File: src/rtl/extmem_seq.sv
module extmem_seq #(
  parameter int AW  = 8,
  parameter int DW  = 8,
  parameter int NCS = 2,
  parameter int TW  = 4,
  localparam int CSW = (NCS > 1) ? $clog2(NCS) : 1
) (
  input  logic              clk,
  input  logic              rst_n,
  input  logic              req_valid,
  input  logic              req_write,
  input  logic [CSW-1:0]    req_cs,
  input  logic [AW-1:0]     req_addr,
  input  logic [DW-1:0]     req_wdata,
  output logic              req_ready,
  output logic              done,
  output logic [DW-1:0]     rd_data,
  input  logic [NCS*TW-1:0] cfg_setup,
  input  logic [NCS*TW-1:0] cfg_pulse,
  input  logic [NCS*TW-1:0] cfg_hold,
  input  logic [NCS*TW-1:0] cfg_float,
  input  logic [2*NCS-1:0]  cfg_wmode,
  output logic [AW-1:0]     mem_addr,
  output logic [NCS-1:0]    mem_cs_n,
  output logic              mem_rd_n,
  output logic              mem_wr_n,
  output logic              mem_oe,
  output logic [DW-1:0]     mem_dout,
  input  logic [DW-1:0]     mem_din,
  input  logic              mem_wait_n
);

  typedef enum logic [2:0] {S_IDLE, S_FLOAT, S_SETUP, S_PULSE, S_HOLD} st_t;

  st_t            st;
  logic [CSW-1:0] cs_q;
  logic           wr_q;
  logic [AW-1:0]  addr_q;
  logic [DW-1:0]  wdata_q;
  logic [TW-1:0]  cnt;
  logic           ws1, ws2;
  logic [TW-1:0]  ftmr [NCS];

  logic [CSW-1:0] sel;
  logic [TW-1:0]  s_len, p_raw, p_last, h_raw, h_len;
  logic [1:0]     wmode;
  logic           wen, frz, wait_act, busy;
  logic           s_end, p_end, h_end;
  st_t            start_st;

  assign sel      = (st == S_IDLE) ? req_cs : cs_q;
  assign s_len    = cfg_setup[sel*TW +: TW];
  assign p_raw    = cfg_pulse[sel*TW +: TW];
  assign h_raw    = cfg_hold[sel*TW +: TW];
  assign wmode    = cfg_wmode[sel*2 +: 2];
  assign wen      = wmode[1];
  assign frz      = (wmode == 2'b10);
  assign p_last   = (p_raw == '0) ? '0 : p_raw - TW'(1);
  assign h_len    = (wen && h_raw == '0) ? TW'(1) : h_raw;
  assign wait_act = wen && !ws2;
  assign busy     = (st == S_SETUP) || (st == S_PULSE) || (st == S_HOLD);
  assign start_st = (s_len == '0) ? S_PULSE : S_SETUP;

  assign s_end = (st == S_SETUP) && (cnt == s_len - TW'(1));
  assign p_end = (st == S_PULSE) && (cnt == p_last) && !wait_act;
  assign h_end = (st == S_HOLD)  && (cnt == h_len - TW'(1));

  assign req_ready = (st == S_IDLE);
  assign done      = h_end || (p_end && h_len == '0);
  assign mem_addr  = addr_q;
  assign mem_dout  = wdata_q;
  assign mem_oe    = busy && wr_q;
  assign mem_rd_n  = !((st == S_PULSE) && !wr_q);
  assign mem_wr_n  = !((st == S_PULSE) && wr_q);

  for (genvar i = 0; i < NCS; i++) begin : g_cs
    assign mem_cs_n[i] = !(busy && cs_q == CSW'(i));
  end

  always_ff @(posedge clk or negedge rst_n) begin
    if (!rst_n) begin
      st      <= S_IDLE;
      cs_q    <= '0;
      wr_q    <= 1'b0;
      addr_q  <= '0;
      wdata_q <= '0;
      cnt     <= '0;
      rd_data <= '0;
      ws1     <= 1'b1;
      ws2     <= 1'b1;
    end else begin
      ws1 <= mem_wait_n;
      ws2 <= ws1;
      case (st)
        S_IDLE: if (req_valid) begin
          cs_q    <= req_cs;
          wr_q    <= req_write;
          addr_q  <= req_addr;
          wdata_q <= req_wdata;
          cnt     <= '0;
          st      <= (req_write && ftmr[req_cs] > TW'(1)) ? S_FLOAT : start_st;
        end
        S_FLOAT: if (ftmr[cs_q] <= TW'(1)) begin
          st  <= start_st;
          cnt <= '0;
        end
        S_SETUP: if (s_end) begin
          st  <= S_PULSE;
          cnt <= '0;
        end else cnt <= cnt + TW'(1);
        S_PULSE: if (p_end) begin
          if (!wr_q) rd_data <= mem_din;
          cnt <= '0;
          st  <= (h_len == '0) ? S_IDLE : S_HOLD;
        end else if (cnt != p_last && !(frz && wait_act)) cnt <= cnt + TW'(1);
        S_HOLD: if (h_end) begin
          st  <= S_IDLE;
          cnt <= '0;
        end else cnt <= cnt + TW'(1);
        default: st <= S_IDLE;
      endcase
    end
  end

  always_ff @(posedge clk or negedge rst_n) begin
    if (!rst_n) begin
      for (int i = 0; i < NCS; i++) ftmr[i] <= '0;
    end else begin
      for (int i = 0; i < NCS; i++) begin
        if (p_end && !wr_q && cs_q == CSW'(i)) ftmr[i] <= cfg_float[i*TW +: TW];
        else if (ftmr[i] != '0) ftmr[i] <= ftmr[i] - TW'(1);
      end
    end
  end

  a_r2_one_strobe: assert property (@(posedge clk) disable iff (!rst_n)
    mem_rd_n || mem_wr_n);
  a_r2_one_cs: assert property (@(posedge clk) disable iff (!rst_n)
    $onehot0(~mem_cs_n));
  a_r11_no_drive_on_read: assert property (@(posedge clk) disable iff (!rst_n)
    !mem_rd_n |-> !mem_oe);
  a_r8_hold_after_wait: assert property (@(posedge clk) disable iff (!rst_n)
    ($rose(mem_rd_n) || $rose(mem_wr_n)) && cfg_wmode[2*cs_q+1] |-> (mem_cs_n != '1));
  a_r4_frozen_stall: assert property (@(posedge clk) disable iff (!rst_n)
    (st == S_PULSE) && frz && wait_act |=> (st == S_PULSE) && $stable(cnt));
  a_r9_float_done: assert property (@(posedge clk) disable iff (!rst_n)
    ((st == S_SETUP) || (st == S_PULSE)) && wr_q |-> (ftmr[cs_q] == '0));
  a_r10_done_in_access: assert property (@(posedge clk) disable iff (!rst_n)
    done |-> (mem_cs_n != '1));
  a_r12_ready_idle: assert property (@(posedge clk) disable iff (!rst_n)
    req_ready |-> (mem_cs_n == '1) && mem_rd_n && mem_wr_n);

endmodule

File: config.mk
export PLATFORM = sky130hd
export DESIGN_NAME = extmem_seq
export DESIGN_NICKNAME = d
export VERILOG_FILES = /design/src/rtl/extmem_seq.sv
export SDC_FILE = /design/constraint.sdc
export NUM_CORES = 1
export LEC_CHECK = 0
export CAP_MARGIN = 10
export CORE_UTILIZATION = 50
export CTS_BUF_LIST = sky130_fd_sc_hd__clkbuf_16
export DETAILED_ROUTE_END_ITERATION = 12
export GPL_TIMING_DRIVEN = 0
export PLACE_DENSITY = 0.86
export REMOVE_ABC_BUFFERS = 1
export SKIP_CTS_REPAIR_TIMING = 1
export SLEW_MARGIN = 5
export SYNTH_ARGS = -nofsm -noshare
export SYNTH_HDL_FRONTEND = slang
export SYNTH_SLANG_ARGS = --single-unit
File: constraint.sdc
create_clock -name clk -period 11.3 [get_ports clk]
set_clock_uncertainty 0.2 [all_clocks]
set_input_delay 2.825 -clock clk [delete_from_list [all_inputs] [get_ports clk]]
set_output_delay 2.825 -clock clk [all_outputs]
set_load 0.01 [all_outputs]
======== After elaboration in Yosys (flattened, before gate mapping) ========
Index checks and enable logic that the tools add are counted.
storage, ports and cells
  input bits .............................. 66
  bits in registers ....................... 43
  logic and storage cells ................. 116
  output and inout port bits .............. 31
cells by class
  eq/ne operators ......................... 15
  bitwise logic cells ..................... 4
  muxes and demuxes ....................... 29
  shifts and indexed selects .............. 4
  $add $sub $neg .......................... 6
  magnitude comparators ................... 4
  reductions and logical operators ........ 43
operators with widths
  operator                                                                          number
  4-bit 2-to-1 mux                                                                  18
  8-bit by 4-bit variable part select with 4-bit output                             3
  4-bit case mux with 5 select lines                                                1
  4-bit by 1-bit subtractor with 4-bit output (second input constant)               5
  1-bit logical AND                                                                 18
  3-bit 2-to-1 mux                                                                  6
  4-bit zero test                                                                   4
  3-bit case mux with 5 select lines                                                1
  4-bit == test                                                                     3
  2-bit inequality test (second input constant)                                     5
  1-bit zero test                                                                   8
  4-bit nonzero test                                                                2
  3-bit by 2-bit == test with 1-bit output (second input constant)                  2
  5-bit AND reduction                                                               1
  5-bit nonzero test                                                                1
  4-bit by 1-bit adder with 4-bit output (second input constant)                    1
  2-bit >= comparator (second input constant)                                       2
  4-bit by 1-bit greater-than comparator with 1-bit output (second input constant)  1
  4-bit by 1-bit <= comparator with 1-bit output (second input constant)            1
  4-bit inequality test                                                             1
  1-bit NOT with 2-bit output                                                       2
  4-bit AND reduction                                                               1
  2-bit nonzero test                                                                2
  4-bit by 3-bit variable part select with 2-bit output                             1
  other kinds (11)                                                                  15

======== Depth between registers and ports, before layout ========
Gate-level depths: netlist of run 1.
  depth after elaboration ................. 11
  depth in mapped cells ................... 14
  gate-level depth less buffers ........... 11

======== Worst setup path before layout of run 1 ========
Ideal clock, no wire load.
  path type ............................... input to output
  from .................................... input port req_cs
  to ...................................... output port done
  path slack .............................. 3.252 ns
  arrival time ............................ 5.023 ns
  cell stages on the path ................. 9
  buffers on the path ..................... 2
  required time ........................... 8.275 ns
  cells stage by stage .................... buf_2 > or4b_1 > clkbuf_2 > nand2_2 > mux4_2 > o32ai_2 > nand2_1 > or4_1 > o21ai_1
between the ends
  longest elaborated chain between the ends .. 9
  elaborated cells between the ends (all ways) .. 21
  those cells by class .................... 2 x add/sub; 2 x eq/ne; 3 x shift; 3 x mux; 11 x reduce/logical
RTL lines
  item                                                                              line    text
  start, declared                                                                   12      input logic [CSW-1:0] req_cs,
  1-bit 2-to-1 mux (*)                                                              51      assign sel = (st == S_IDLE) ? req_cs : cs_q;
  8-bit by 4-bit variable part select with 4-bit output, on equally long branches   54, 53
  4-bit zero test (tied with other cells)                                           59      assign h_len = (wen && h_raw == '0) ? TW'(1) : h_raw;
  1-bit logical AND or 4-bit 2-to-1 mux (tied branches)                             59, 58
  4-bit 2-to-1 mux or 4-bit == test (tied branches)                                 59, 65
  4-bit by 1-bit subtractor with 4-bit output or 1-bit logical AND (tied branches)  66, 65
  4-bit == test or 1-bit logical AND (tied branches)                                66, 65
  1-bit logical AND, on equally long branches                                       66, 69
  1-bit logical OR (*)                                                              69      assign done = h_end || (p_end && h_len == '0);
  end, declared                                                                     16      output logic done,
Mark *: on every way between the ends. The rest lies on a longest branch, timed or not.

======== Final worst setup path of run 1 ========
Ends and elaborated chain as after synthesis.

==> results of run 1 <==
==> worst register-to-register path: stages (launching register included) <==
cell	delay, ps
dfrtp_1	530
or4b_1	730
nand2_2	350
mux2i_1	420
ha_1	230
xnor2_1	210
o211ai_1	140
o211ai_1	130
nand4b_1	160
o211a_1	260
a21oi_1	300
a22oi_1	140
==> layout make-up <==
class	instances	area [um^2]	share of cell area (%)
Multi-Input combinational cell	221	1710	41.9
Sequential cell	43	1080	26.4
Timing Repair Buffer	97	983	24.1
Clock buffer	5	125	3.07
Tap cell	72	90.1	2.21
Inverter	15	56.3	1.38
Clock inverter	3	38.8	0.950
==> state kept, by name, summed over array words and instances (netlist names) <==
| name | cells |
|---|---|
| st | 3 |
| cnt | 4 |
| mem_addr | 8 |
| wr_q | 1 |
| ws1 | 1 |
| cs_q | 1 |
| rd_data | 8 |
| mem_dout | 8 |
| ftmr | 8 |
| ws2 | 1 |
==> power by group through the flow <==
stage	Combinational [mW]	Sequential, mW	Clock [mW]
2_1_floorplan	0.336	0.303	0
3_3_place_gp	0.542	0.292	0
3_5_place_dp	0.558	0.298	0
4_1_cts	0.562	0.297	0.162
5_1_grt	0.616	0.308	0.168
6_report	0.560	0.297	0.160
==> cell usage after synthesis, types with 3 or more instances <==
cell type	number
nand4_1	4
nor3_1	14
inv_1	15
or3_1	3
nand3_1	4
or2_2	3
o31ai_1	4
nor2_1	20
a21oi_1	15
mux2i_1	9
nand3b_1	4
nor2b_1	3
buf_2	4
xnor2_1	11
nor4b_1	3
o211ai_1	3
nand4b_1	3
a31oi_1	4
clkbuf_1	5
ha_1	9
nor4_1	5
mux2_2	27
nor3b_1	3
nand2_1	14
nand2b_1	5
o21ai_0	7
dfrtp_1	41
==> logic make-up (layout without fill, tap and decap cells) <==
| kind of cell | Yosys count | in the layout |
|---|---|---|
| simple gates | 102 | 102 |
| flops | 43 | 43 |
| compound gates | 62 | 62 |
| xor+xnor | 11 | 11 |
| buf+inv | 27 | 120 |
| fa+ha+maj | 9 | 9 |
| mux | 37 | 37 |
==> stage by stage <==
stage	hold WS [ps]	total power, mW	setup slack, ps	area, um^2
3_3_place_gp	146	0.834	1730	3890
6_report	154	1.02	1640	4080
5_1_grt	157	1.09	1480	4080
4_1_cts	155	1.02	1710	4080
3_5_place_dp	147	0.857	1710	3920
2_1_floorplan	145	0.639	3250	2840
==> routing by layer <==
metal,share of wire (%),wire (um)
met3,8.0,585
met5,0,0
met1,43,3120
met4,1.9,141
met2,47,3440
==> worst min path at each step <==
stage	start	endpoint	slack (ps)	cells after the start
floorplan	ws1	ws2	150	0
global placement	ws1	ws2	150	0
detailed placement	ws1	ws2	150	0
CTS	ws1	ws2	160	0
global route	ws1	ws2	160	0
finish	ws1	ws2	150	0
==> results.py, run 1 <==
metrics = {
    "outcome": {
        "status": "finished, final reports clean",
    },
    "power": {
        "p_leak_nw": 1.63,
        "p_comb_share_pct": 55.0,
        "power_frac_clock_pct": 15.7,
        "max-vdd-ir-drop_uv": 197,
        "p_sw_mw": 0.392,
        "p_sw_share_pct": 38.5,
        "power_density_mw_per_mm2": 249,
        "p_int_mw": 0.625,
        "p_seq_share_pct": 29.2,
    },
    "setup_path": {
        "cp_max_fo": 14,
        "crit_slowest_cell": "clkdlybuf4s50_1",
        "arrival_ps": 6640,
        "rr_startpoint": "st[2]",
        "crit_end": "done",
        "cp.depth": 9,
        "cp_common_cell": "clkdlybuf4s50_1",
        "worst_r2r_path_depth": 11,
        "path_cells": "clkdlybuf4s50_1 -> or4b_1 -> nand2_2 -> mux4_2 -> o32ai_2 -> nand2_1 -> or4_1 -> o21ai_1 -> clkdlybuf4s50_1",
        "worstSetupPathType": "primary input to output pin",
        "timing.rr.end": "cnt[3]",
        "worst_path_largest_cell_delay_ps": 650,
        "endpoint_kind": "output pin",
        "r2r_slack_ps": 7370,
        "crit_family": "simple AND/OR/NAND/NOR gates",
        "worst-path-buf-inv": 2,
        "critPathLaunchType": "primary input",
        "worstSetupStartpoint": "req_cs",
        "required_ps": 8280,
    },
    "layout": {
        "synthToLayoutAreaGrowth_pct": 40.8,
        "layout.nets": 458,
        "diodes": 0,
        "final_common_cell": "clkdlybuf4s50_1",
        "mostFrequentLayoutCells": "clkdlybuf4s50_1, dfrtp_1, mux2_2",
        "fillers": 400,
        "layout-drive-gt1-share_pct": 14.8,
        "fin_util_pct": 73.7,
        "instances_no_fill": 456,
    },
    "global_routing": {
        "use_met1_pct": 30.9,
        "grt_pass1_vias": 2680,
        "use_met3_pct": 7.44,
        "overflow": 0,
        "met2_usage_pct": 42.2,
        "top_usage_layer": "met2",
        "grt_pass1_wl_mm": 12.3,
        "antenna_found_initial": 0,
        "grt_max_degree": 25,
        "grt.total_usage_pct": 25.3,
    },
    "clocking": {
        "tritoncts": "done",
        "insertion_delay_ps": 280,
        "cts_buffers": 5,
        "cts_sinks": 43,
        "cts_max_path_buffers": 2,
        "htreeDepth": 2,
        "clk_pin_slew_ps": 60,
        "clockRootBuffer": "clkbuf_16",
    },
    "floorplan": {
        "initial_core_util_pct": 52.3,
        "core_area_mm2": 0.00554,
        "io_pins": 97,
        "die_y_um": 78.1,
        "dieArea_mm2": 0.00611,
        "dieWidth_um": 78.1,
        "rows": 27,
    },
    "route": {
        "vias_per_cell": 5.84,
        "drt-wirelength-per-cell_um": 16.0,
        "dr.pass1.iters": 4,
        "drt_iter0_markers": 130,
        "ant_nets": 0,
        "vias": 2662,
        "drt_wl_total_mm": 7.29,
        "route.detailed.drc": 0,
    },
    "logic_synthesis": {
        "ys_warn_count": 0,
        "synthAdderAreaFrac_pct": 3.88,
        "async_reset_ff_share_pct": 100,
        "yosysTopAreaCell": "dfrtp_1",
        "synth_seq_cells": 43,
        "synth.cell_area_mm2": 0.00290,
        "ys_seq_area_share_pct": 37.2,
        "ys_types": 67,
        "synth_edf_count": 0,
        "synth_top_family_by_area": "simple AND/OR/NAND/NOR gates",
        "yosys.area_share.simple_pct": 20.4,
        "synth_ff_type": "dfrtp_1",
        "syn_avg_cell_area_um2": 9.96,
        "yosysTopAreaCellShare_pct": 35.4,
        "synth_cells": 291,
        "synth-compound-area-share_pct": 17.0,
        "synth_xor_area_share_pct": 3.32,
        "synth_area_leaders": "dfrtp_1, mux2_2, ha_1",
        "synth.area.mux_share_pct": 14.4,
    },
    "sta": {
        "fin_setup_tns_ps": 0,
        "relSlewSlack_pct": 40.5,
        "max_freq_mhz": 104,
        "setup_viol": 0,
        "min_period_ps": 9660,
        "grt_setup_unrepaired": "no",
        "slew_violations": 0,
        "worst_slew_pin_slew_ps": 893,
        "min_period_over_period_pct": 85.5,
        "hold_viol": 0,
    },
    "place": {
        "dp.cells": 448,
        "dp_hpwl_mm": 5.61,
        "port_buffers": 96,
        "place.gp.congestion": 0.853,
    },
    "min_path": {
        "hp-class": "flop to flop",
    },
    "run": {
        "maxCapViolations": 0,
    },
}
(Power assumes the default switching activity.)
==> run 2: changes to the inputs <==
Settings changed: HOLD_SLACK_MARGIN set to 0.1.
==> results of run 2 <==
The final DEF is identical to that of run 1; final timing and power are the same.
